$ cat src/rtl/line_irq_pkg.sv
package line_irq_pkg;
  typedef enum logic [2:0] {
    CMD_NONE,
    CMD_DISARM,
    CMD_ARM,
    CMD_LOAD_LO,
    CMD_LOAD_HI
  } cmd_e;
endpackage

$ cat src/rtl/line_irq_decode.sv
module line_irq_decode
  import line_irq_pkg::*;
#(
  parameter int ADDR_W = 16,
  parameter logic [ADDR_W-1:0] BASE_ADDR = 16'hF000
) (
  input  logic              wr_en_i,
  input  logic [ADDR_W-1:0] wr_addr_i,
  output cmd_e              cmd_o
);
  localparam int NREG = 4;
  cmd_e lut [NREG];
  assign lut[0] = CMD_DISARM;
  assign lut[1] = CMD_ARM;
  assign lut[2] = CMD_LOAD_LO;
  assign lut[3] = CMD_LOAD_HI;

  logic [NREG-1:0] hit;
  for (genvar g = 0; g < NREG; g++) begin : g_hit
    assign hit[g] = wr_en_i && (wr_addr_i == BASE_ADDR + ADDR_W'(g));
  end

  always_comb begin
    cmd_o = CMD_NONE;
    for (int i = 0; i < NREG; i++) begin
      if (hit[i]) cmd_o = lut[i];
    end
  end
endmodule

$ cat src/rtl/line_irq_count.sv
module line_irq_count
  import line_irq_pkg::*;
#(
  parameter int DATA_W = 8,
  parameter int STEP   = 123
) (
  input  logic              clk_i,
  input  logic              rst_ni,
  input  cmd_e              cmd_i,
  input  logic [DATA_W-1:0] data_i,
  input  logic              hsync_i,
  output logic              expire_o
);
  localparam int CNT_W = 2 * DATA_W;
  localparam logic [CNT_W:0] STEP_V = (CNT_W+1)'(STEP);

  logic             en_q;
  logic [CNT_W-1:0] cnt_q;
  logic [CNT_W:0]   diff;
  logic             tick;

  // 17-bit difference: top bit set means the count went below zero
  assign diff     = {1'b0, cnt_q} - STEP_V;
  assign tick     = en_q && hsync_i && (cmd_i == CMD_NONE);
  assign expire_o = tick && (diff[CNT_W] || diff == '0);

  always_ff @(posedge clk_i or negedge rst_ni) begin
    if (!rst_ni) begin
      en_q  <= 1'b0;
      cnt_q <= '0;
    end else begin
      unique case (cmd_i)
        CMD_DISARM:  en_q <= 1'b0;
        CMD_ARM:     en_q <= 1'b1;
        CMD_LOAD_LO: cnt_q[DATA_W-1:0] <= data_i;
        CMD_LOAD_HI: cnt_q[CNT_W-1:DATA_W] <= data_i;
        default: begin
          if (expire_o) begin
            en_q  <= 1'b0;
            cnt_q <= '1;
          end else if (tick) begin
            cnt_q <= diff[CNT_W-1:0];
          end
        end
      endcase
    end
  end

  assert_arm_R2: assert property (@(posedge clk_i) disable iff (!rst_ni)
    cmd_i == CMD_ARM |=> en_q);
  assert_load_lo_R3: assert property (@(posedge clk_i) disable iff (!rst_ni)
    cmd_i == CMD_LOAD_LO |=> cnt_q[CNT_W-1:DATA_W] == $past(cnt_q[CNT_W-1:DATA_W]));
  assert_step_R5: assert property (@(posedge clk_i) disable iff (!rst_ni)
    tick && !expire_o |=> cnt_q == $past(cnt_q) - CNT_W'(STEP) && en_q);
  assert_expire_reload_R6: assert property (@(posedge clk_i) disable iff (!rst_ni)
    expire_o |=> !en_q && cnt_q == '1);
  assert_disarmed_hold_R7: assert property (@(posedge clk_i) disable iff (!rst_ni)
    !en_q && cmd_i == CMD_NONE |=> $stable(cnt_q) && !en_q);
  assert_write_wins_R9: assert property (@(posedge clk_i) disable iff (!rst_ni)
    hsync_i && (cmd_i == CMD_ARM || cmd_i == CMD_DISARM) |=> $stable(cnt_q));
endmodule

$ cat src/rtl/line_irq_flag.sv
module line_irq_flag
  import line_irq_pkg::*;
(
  input  logic clk_i,
  input  logic rst_ni,
  input  cmd_e cmd_i,
  input  logic expire_i,
  output logic irq_o
);
  logic irq_q;

  always_ff @(posedge clk_i or negedge rst_ni) begin
    if (!rst_ni)                irq_q <= 1'b0;
    else if (cmd_i != CMD_NONE) irq_q <= 1'b0;
    else if (expire_i)          irq_q <= 1'b1;
  end

  assign irq_o = irq_q;

  assert_irq_clear_R4: assert property (@(posedge clk_i) disable iff (!rst_ni)
    cmd_i != CMD_NONE |=> !irq_o);
  assert_irq_set_R6: assert property (@(posedge clk_i) disable iff (!rst_ni)
    expire_i |=> irq_o);
  assert_irq_hold_R8: assert property (@(posedge clk_i) disable iff (!rst_ni)
    irq_o && cmd_i == CMD_NONE |=> irq_o);
endmodule

$ cat src/rtl/line_irq_timer.sv
module line_irq_timer
  import line_irq_pkg::*;
#(
  parameter int ADDR_W = 16,
  parameter int DATA_W = 8,
  parameter int STEP   = 123,
  parameter logic [ADDR_W-1:0] BASE_ADDR = 16'hF000
) (
  input  logic              clk_i,
  input  logic              rst_ni,
  input  logic              wr_en_i,
  input  logic [ADDR_W-1:0] wr_addr_i,
  input  logic [DATA_W-1:0] wr_data_i,
  input  logic              hsync_i,
  output logic              irq_o
);
  cmd_e cmd;
  logic expire;

  line_irq_decode #(.ADDR_W(ADDR_W), .BASE_ADDR(BASE_ADDR)) u_decode (
    .wr_en_i   (wr_en_i),
    .wr_addr_i (wr_addr_i),
    .cmd_o     (cmd)
  );

  line_irq_count #(.DATA_W(DATA_W), .STEP(STEP)) u_count (
    .clk_i    (clk_i),
    .rst_ni   (rst_ni),
    .cmd_i    (cmd),
    .data_i   (wr_data_i),
    .hsync_i  (hsync_i),
    .expire_o (expire)
  );

  line_irq_flag u_flag (
    .clk_i    (clk_i),
    .rst_ni   (rst_ni),
    .cmd_i    (cmd),
    .expire_i (expire),
    .irq_o    (irq_o)
  );

  assert_reset_low_R1: assert property (@(posedge clk_i) disable iff (!rst_ni)
    $rose(irq_o) |-> $past(hsync_i));
endmodule

$ cat config.mk
export PLATFORM = sky130hd
export DESIGN_NAME = line_irq_timer
export DESIGN_NICKNAME = d
export VERILOG_FILES = /design/src/rtl/line_irq_pkg.sv /design/src/rtl/line_irq_decode.sv /design/src/rtl/line_irq_count.sv /design/src/rtl/line_irq_flag.sv /design/src/rtl/line_irq_timer.sv
export SDC_FILE = /design/constraint.sdc
export NUM_CORES = 1
export LEC_CHECK = 0
export BUFFER_PORTS_ARGS = -buffer_cell sky130_fd_sc_hd__buf_2
export CORE_MARGIN = 8
export CORE_UTILIZATION = 50
export DETAILED_ROUTE_END_ITERATION = 8
export GPL_TIMING_DRIVEN = 0
export HOLD_SLACK_MARGIN = 0.12
export PLACE_DENSITY = 0.81
export SYNTH_ARGS = -nofsm -noshare
export SYNTH_HDL_FRONTEND = slang
export SYNTH_HIERARCHICAL = 1
export SYNTH_SLANG_ARGS = --single-unit
$ cat constraint.sdc
create_clock -name clk_i -period 2.3 [get_ports clk_i]
set_input_delay 0.46 -clock clk_i [delete_from_list [all_inputs] [get_ports clk_i]]
set_output_delay 0.46 -clock clk_i [all_outputs]
set_load 0.01 [all_outputs]
Word level (Yosys, flattened, before mapping):

Cells that the tools add are included.

* word-level logic and storage cells: 49
* bits in registers: 18
* output and inout bits: 1
* bits of input ports: 28

* reductions and logical operators: 21
* eq/ne operators: 8
* bitwise gates (word level): 3
* muxes and demuxes: 12
* add/sub/neg operators: 1

Operators with widths (count)
* equality test 16 bit, second input constant: 4
* 2-to-1 mux 16 bit: 2
* case mux 8 bit (2 select lines): 2
* zero test 17 bit: 1
* subtractor 16 x 7 -> 17 bit, second input constant: 1
* nonzero test 3 bit: 4
* logical AND 1 bit: 7
* equality test 3 x 2 -> 1 bit, second input constant: 2
* AND reduction 2 bit: 3
* OR reduction 3 bit: 2
* 2-to-1 mux 1 bit: 4
* 2-to-1 mux 2 bit: 2
* equality test 3 x 1 -> 1 bit, second input constant: 1
* equality test 3 bit, second input constant: 1
* zero test 3 bit: 1
* 2-to-1 mux 3 bit: 1
* inverter 1 bit: 3
* case mux 1 bit (3 select lines): 1
* nonzero test 2 bit: 1
* OR reduction 2 bit: 1
* logical OR 1 bit: 1

Longest topological paths before layout:

Gate-level depths: netlist of the first run.

* word-level depth: 11
* mapped depth: 10
* depth with buffers taken out: 9

Cells and area by module:

Netlist of the first run, hierarchy kept.

Modules (own cells, without submodules)
* line_irq_count: instances 1, area an instance 1413.9 um2, seq. area each 425.4 um2, cells an instance 171
* line_irq_decode: instances 1, area an instance 73.8 um2, seq. area each 0.0 um2, cells an instance 10
* line_irq_flag: instances 1, area an instance 41.3 um2, seq. area each 25.0 um2, cells an instance 3

Worst setup path after synthesis of the first run:

Ideal clock, no wire load.

* kind: register to register
* start: reg u_count.cnt_q[8]
* end: reg u_count.en_q
* stages on the path, launching flop included: 10
* slack: -0.226 ns
* library setup time: 0.120 ns
* data required time: 2.180 ns
* clock period less this slack: 2.526 ns
* path buffers: 3
* data arrival time: 2.406 ns
* path through: dfrtp_1 > buf_6 > or3_4 > or4_1 > buf_2 > or4_1 > buf_6 > nor2_4 > a31oi_2 > a31o_2

* cells in the longest elaborated chain, start to end: 6

RTL lines
* from (decl): RTL line line_irq_count.sv:18 `logic [CNT_W-1:0] cnt_q;`
* from (signal, indexed assignment): RTL line line_irq_count.sv:35 `CMD_LOAD_LO: cnt_q[DATA_W-1:0] <= data_i;`
* from (signal, indexed assignment): RTL line line_irq_count.sv:36 `CMD_LOAD_HI: cnt_q[CNT_W-1:DATA_W] <= data_i;`
* from (signal assigned): RTL line line_irq_count.sv:42 `cnt_q <= diff[CNT_W-1:0];`
* subtractor 16 x 7 -> 17 bit (*): RTL line line_irq_count.sv:23 `assign diff = {1'b0, cnt_q} - STEP_V;`
* zero test 17 bit: RTL line line_irq_count.sv:25 `assign expire_o = tick && (diff[CNT_W] || diff == '0);`
* logical OR 1 bit (*): RTL line line_irq_count.sv:25
* logical AND 1 bit (*): RTL line line_irq_count.sv:25
* nonzero test 3 bit (no line) (*)
* AND reduction 2 bit (no line) (*)
* to (signal assigned): RTL line line_irq_count.sv:29 `en_q <= 1'b0;`
* to (signal assigned): RTL line line_irq_count.sv:33 `CMD_DISARM: en_q <= 1'b0;`
* to (signal assigned): RTL line line_irq_count.sv:34 `CMD_ARM: en_q <= 1'b1;`
* to (decl): RTL line line_irq_count.sv:17 `logic en_q;`

Every way passes the cells marked *; elsewhere a longest branch is shown, timed or not.
A chain may end at the register's enable or synchronous reset.

Final worst setup path of the first run:

* start: reg u_count.cnt_q[11]
* end: reg u_count.en_q

The elaborated chain is that of the path after synthesis.

==> impl_metrics.json, run 1 <==
{
  "status": "finished with violations",
  "violations": "setup timing",
  "die_h_um": 71.30,
  "core_um2": 2978,
  "io_buffers": 28,
  "synth_cells": 184,
  "fin_crit_ns": 2.452,
  "timing.final.ws_setup_ns": -0.1519,
  "cp_data_arrival_time_ns": 2.66,
  "syn_nets": 213,
  "hpwl_mm": 3.153,
  "final_layout_size_suffix_gt1_share_pct": 44.26,
  "vias": 1822,
  "dominantRegCellSynth": "dfrtp_1",
  "grt_max_degree": 19,
  "num_rows": 20,
  "ios": 29,
  "worstSetupStartpoint": "u_count/cnt_q[11]",
  "syn_to_final_growth_pct": 36.66,
  "place_area_um2": 1730,
  "antenna_cells": 0,
  "antenna_found_initial": 0,
  "grt_overflow": 0,
  "grt_first_pass_wirelength_mm": 7.810,
  "dieWidth_um": 71.30,
  "drv_slew": 0,
  "routed_wl_mm": 5.402,
  "nFillCells": 213,
  "start_util_pct": 51.34,
  "maxCapViolCount": 0,
  "drt-initial-drc-count": 310,
  "hold_class": "in -> reg",
  "finalWeightedCongestion": 0.9455,
  "finalCritPeriodShare_pct": 106.6,
  "path_class": "reg -> reg",
  "clockBufferDepth": 2,
  "yosys_warnings": 6,
  "slew_headroom_pct": 66.49,
  "worstMarginPinSlew_ns": 0.5026,
  "synth.avg_cell_area_um2": 8.310,
  "nNetsFinal": 265,
  "clk_pin_slew_ns": 0.12,
  "fin_tns_setup_ns": -1.684,
  "ys_ff_latch": 18,
  "first_global_vias": 1618,
  "numCtsBuffers": 3,
  "clock-root-buffer": "clkbuf_4",
  "design_area_um2": 2090,
  "viasPerCell": 6.799,
  "synthArstFlopShare_pct": 100.0,
  "design.die.area_um2": 5084,
  "reg2reg_from": "u_count/cnt_q[11]",
  "timing.final.hold_violations": 0,
  "drc_errors": 0,
  "required_ns": 2.50,
  "synth_area_um2": 1529,
  "cp_max_fo": 6,
  "finClkSkew_ns": 0.008804,
  "drtPass1Iterations": 7,
  "cts.sinks": 18,
  "final_cell_mix": "buf_2, nor2_1, buf_4",
  "clk_latency_ns": 0.31,
  "worst_setup_path_start_kind": "flip-flop",
  "track_usage_pct": 19.23,
  "postRouteAntennaNets": 0,
  "endpoint_kind": "flip-flop",
  "cts_tree": "done",
  "cts_max_level": 1,
  "p_leak_uw": 0.0008817,
  "finalSetupViolCount": 16,
  "timing.fmax_mhz": 407.8,
  "power-per-cell-area_nw_per_um2": 351.3,
  "rsz0062_at_grt": "yes",
  "final_common_cell": "buf_2",
  "holdCritStartpoint": "wr_data_i[0]",
  "synth-edff-count": 0,
  "vdd_drop_max_mv": 0.2949,
  "synth_cell_type_count": 52,
  "wl_per_cell_um": 20.16,
  "yosysSeqAreaShare_pct": 29.46
}
## flip-flops by register name, summed over array words and instances, names as in the netlist
name and count:
u_count/cnt_q 16, u_count/en_q 1, u_flag/irq_o 1
## routing by layer
| metal | share of wire [%] | GRT usage [%] | up-vias |
|---|---|---|---|
| li1 | - | - | 802 |
| met2 | 49 | 31.63 | 138 |
| met5 | 0 | 0 | - |
| met1 | 36 | 23.02 | 845 |
| met4 | 3.8 | 8.314 | 0 |
| met3 | 11 | 4.881 | 37 |
## critical path: stages, from the launching register on
cell and delay (ns):
dfrtp_1 0.46, or2_4 0.28, or4_4 0.56, or4_4 0.50, nor2_4 0.12, a31oi_4 0.06, buf_4 0.18, a31o_2 0.18
## cell usage after synthesis, types with 2 or more instances
library cell / number / share of area, %
nor4_1: 2 / 0.82
or4_1: 3 / 1.5
xnor2_1: 5 / 2.9
nand2b_1: 2 / 0.82
o21ai_0: 8 / 2.6
xor2_1: 4 / 2.3
or2_2: 4 / 1.6
nor2_1: 27 / 6.6
dfrtp_1: 18 / 29
o221ai_1: 6 / 3.4
a211oi_1: 4 / 2.0
and2_1: 2 / 0.82
a21oi_2: 6 / 3.4
a21oi_1: 8 / 2.6
nand2_1: 12 / 2.9
a31oi_2: 5 / 4.1
buf_2: 3 / 0.98
nor4_2: 3 / 2.5
nor3_1: 11 / 3.6
buf_6: 3 / 2.2
nand4_1: 5 / 2.0
nand3_1: 8 / 2.6
clkbuf_1: 6 / 1.5
## path summary, 6_finish.rpt
check                                   endpoint  slack (ns)  cells past startpoint
max in group asynchronous       u_count/cnt_q[0]        1.36                      2
min in group asynchronous       u_count/cnt_q[3]        0.60                      2
worst max register to register      u_count/en_q       -0.15                      7
worst min register to register      u_count/en_q        0.57                      1
worst max-delay path                u_count/en_q       -0.15                      7
worst min-delay path            u_count/cnt_q[8]        0.41                      3
## per-stage QoR
step	utilization, %	instances	hold WS [ns]	total power (µW)	setup slack, ns
after CTS	66.22	265	0.3947	701.7	-0.1674
final	70.17	268	0.4078	734.0	-0.1519
after global routing	70.17	268	0.4071	758.9	-0.1791
after floorplan	-	184	0.1644	419.0	-0.08969
after detailed placement	58.11	245	0.4162	468.5	-0.4006
after global placement	58.11	245	0.4177	467.8	-0.4168
## timing repair
action,4_1_cts,5_1_grt
setup buffers,17,4
endpoints found under the hold margin,18,0
resized for setup,19,23
setup endpoints to repair,18,18
pin swaps,4,9
cloned,1,0
hold buffers,1,0
## area by class of cell
type | instances | area, µm² | area share [%]
Clock buffer | 4 | 36.28 | 1.737
Timing Repair Buffer | 51 | 344.1 | 16.47
Sequential cell | 18 | 454.2 | 21.74
Buffer | 8 | 48.80 | 2.335
Multi-Input combinational cell | 153 | 1161 | 55.57
Tap cell | 33 | 41.29 | 1.976
Inverter | 1 | 3.754 | 0.1796
## report_power, final
part	total (µW)	internal (µW)	switching [µW]
registers	329	322	7.27
clock network	207	96.7	111
logic	197	97.2	100
total	734	516	218
## kinds of logic (layout without fill, tap and decap cells)
| logic type | after synthesis | in the layout | share of synthesized area, % |
|---|---|---|---|
| and+or+nand+nor | 89 | 89 | 31.67 |
| xor gates and xnor gates | 9 | 9 | 5.155 |
| adders and majority gates | 1 | 1 | 0.8182 |
| AOI/OAI and AO/OA | 54 | 54 | 27.99 |
| DFF | 18 | 18 | 29.46 |
| buffers and inverters | 13 | 64 | 4.909 |
No activity file was read; power rests on OpenSTA's default activity.
==> run 2: changes to the inputs <==
PLACE_DENSITY = 0.87   (was 0.81)
SETUP_SLACK_MARGIN = 0.15   (was not set)
==> run 2 against run 1 <==
Against the previous run: the flow still finishes with violations (setup timing); worst setup slack lost 0.10 ns; die area unchanged; clock skew down 0.0058 ns; sequential share of layout area down 0.12 points; critical path depth is 3 higher; sequential cell count unchanged; power shrank 0.75%; global-route usage grew 1.8 points; clock power down 2%; design area is 0.54% higher; via count grew 1.2%; critical path type unchanged; largest power group unchanged; highest routed layer unchanged.
==> impl_metrics.json, run 2 (synthesis results as in run 1) <==
{
  "status": "finished with violations",
  "violations": "setup timing",
  "cts_tree": "done",
  "drt-initial-drc-count": 209,
  "utilization_pct": 70.55,
  "reg2reg_depth": 10,
  "drtPass1Iterations": 4,
  "pre_cts_slack_ns": -0.4436,
  "final_layout_size_suffix_gt1_share_pct": 45.19,
  "timing.final.hold_violations": 0,
  "dp.cells": 245,
  "worstMarginPinSlew_ns": 0.6470,
  "dr_wl_met3_um": 552,
  "cpPeakStageDelay_ns": 0.44,
  "required_ns": 2.53,
  "io_buffers": 28,
  "viasPerCell": 6.779,
  "final_cells": 272,
  "wl_met2_mm": 2.670,
  "track_usage_pct": 21.06,
  "clk_pin_slew_ns": 0.11,
  "final_cell_mix": "buf_2, nor2_1, buf_4",
  "path_cells": "buf_6, or3_4, or4_4, buf_6, or4_4, buf_6, nor2_4, a31oi_4, clkbuf_16, a21oi_2",
  "finalCritPeriodShare_pct": 111.1,
  "core_um2": 2978,
  "finalSetupViolCount": 18,
  "cts.sinks": 18,
  "maxCapViolCount": 0,
  "nFillCells": 203,
  "first_global_vias": 1761,
  "r2r-end": "u_count/cnt_q[11]",
  "worstSetupStartpoint": "u_count/cnt_q[8]",
  "clockBufferDepth": 2,
  "cp_max_fo": 6,
  "power-per-cell-area_nw_per_um2": 346.8,
  "antenna_cells": 0,
  "cts_max_level": 1,
  "fin_crit_ns": 2.556,
  "routed_wl_mm": 5.592,
  "nNetsFinal": 269,
  "rsz0062_at_grt": "yes",
  "wl_met1_mm": 2.187,
  "timing.fmax_mhz": 391.3,
  "p_leak_uw": 0.0008986,
  "design_area_um2": 2101,
  "syn_to_final_growth_pct": 37.40,
  "worst_setup_path_start_kind": "flip-flop",
  "hpwl_mm": 3.214,
  "slowest_stage": "or4_4",
  "grt_max_degree": 19,
  "grt_first_pass_wirelength_mm": 8.659,
  "endpoint_kind": "flip-flop",
  "reg2reg_from": "u_count/cnt_q[8]",
  "dieWidth_um": 71.30,
  "clk_latency_ns": 0.30,
  "endpoint": "u_count/cnt_q[11]",
  "largest_register": "u_count/cnt_q",
  "num_rows": 20,
  "design.die.area_um2": 5084,
  "hold_class": "in -> reg",
  "start_util_pct": 51.34,
  "top_layer_used": "met4",
  "cp_data_arrival_time_ns": 2.79,
  "cp_common_cell": "buf_6",
  "die_h_um": 71.30,
  "finClkSkew_ns": 0.003012,
  "power_uw": 728.5,
  "vdd_drop_max_mv": 0.3407,
  "final_common_cell": "buf_2",
  "wl_per_cell_um": 20.56,
  "antenna_found_initial": 0,
  "slew_headroom_pct": 56.87,
  "postRouteAntennaNets": 0,
  "timing.final.ws_setup_ns": -0.2555,
  "largest_register_ffs": 16,
  "path_class": "reg -> reg",
  "finalWeightedCongestion": 0.9207,
  "vias": 1844,
  "grt_overflow": 0,
  "place_area_um2": 1730,
  "clock-root-buffer": "clkbuf_4",
  "drv_slew": 0,
  "numCtsBuffers": 3,
  "ios": 29,
  "r2r_setup_slack_ns": -0.26,
  "drc_errors": 0
}
## run 2: cell types whose count changed in the layout (fill, tap and decap cells not counted), sizes merged
cell | previous run | this run
buf | 51 | 54
clkbuf | 11 | 12
## run 2: metal layers
metal / track usage [%] / up-vias
met3: 5.439 / 27
met1: 24.32 / 886
li1: - / 809
met2: 35.20 / 122
met4: 10.16 / 0
met5: 0 / -
## run 2: repair_timing
action | in CTS | in global routing
setup buffers | 17 | 4
cloned | 1 | 0
setup endpoints to repair | 18 | 18
resized for setup | 21 | 16
hold endpoints to repair | 18 | 0
pin swaps | 10 | 8
hold buffers | 1 | 0
## run 2: how the worst min path moves through the flow
| stage | start | to | slack, ns | depth (start not counted) |
|---|---|---|---|---|
| 3_5_place_dp | rst_ni | u_count/cnt_q[2] | 0.43 | 1 |
| 6_report | wr_data_i[0] | u_count/cnt_q[0] | 0.41 | 3 |
| 2_1_floorplan | rst_ni | u_count/cnt_q[0] | 0.16 | 0 |
| 5_1_grt | wr_data_i[0] | u_count/cnt_q[0] | 0.42 | 3 |
| 3_3_place_gp | rst_ni | u_count/cnt_q[2] | 0.42 | 1 |
| 4_1_cts | wr_data_i[1] | u_count/cnt_q[1] | 0.40 | 3 |
## run 2: area by class of cell
class / instances / area, µm² / share of cell area, %
Buffer: 12 / 88.84 / 4.229
Clock buffer: 4 / 36.28 / 1.727
Inverter: 1 / 3.754 / 0.1787
Multi-Input combinational cell: 153 / 1132 / 53.90
Sequential cell: 18 / 454.2 / 21.62
Tap cell: 33 / 41.29 / 1.965
Timing Repair Buffer: 51 / 344.1 / 16.38
## run 2: worst max-delay path: cells and delay by family (launching register included)
| kind | cells | cell delay, ns |
|---|---|---|
| AOI/OAI and AO/OA | 2 | 0.17 |
| buffers and inverters | 4 | 0.63 |
| DFF | 1 | 0.39 |
| and+or+nand+nor | 4 | 1.30 |
## run 2: metrics by stage
stage               setup TNS (ns)  hold WS, ns
CTS                         -2.945       0.3965
floorplan                  -0.9591       0.1644
global placement            -6.279       0.4198
global route                -4.646       0.4185
finish                      -3.983       0.4103
detailed placement          -6.268       0.4252
## run 2: power breakdown
part / internal [µW] / switching [µW]
sequential: 322 / 6.57
combinational: 98.3 / 99.3
clock: 96.5 / 106
total: 517 / 212
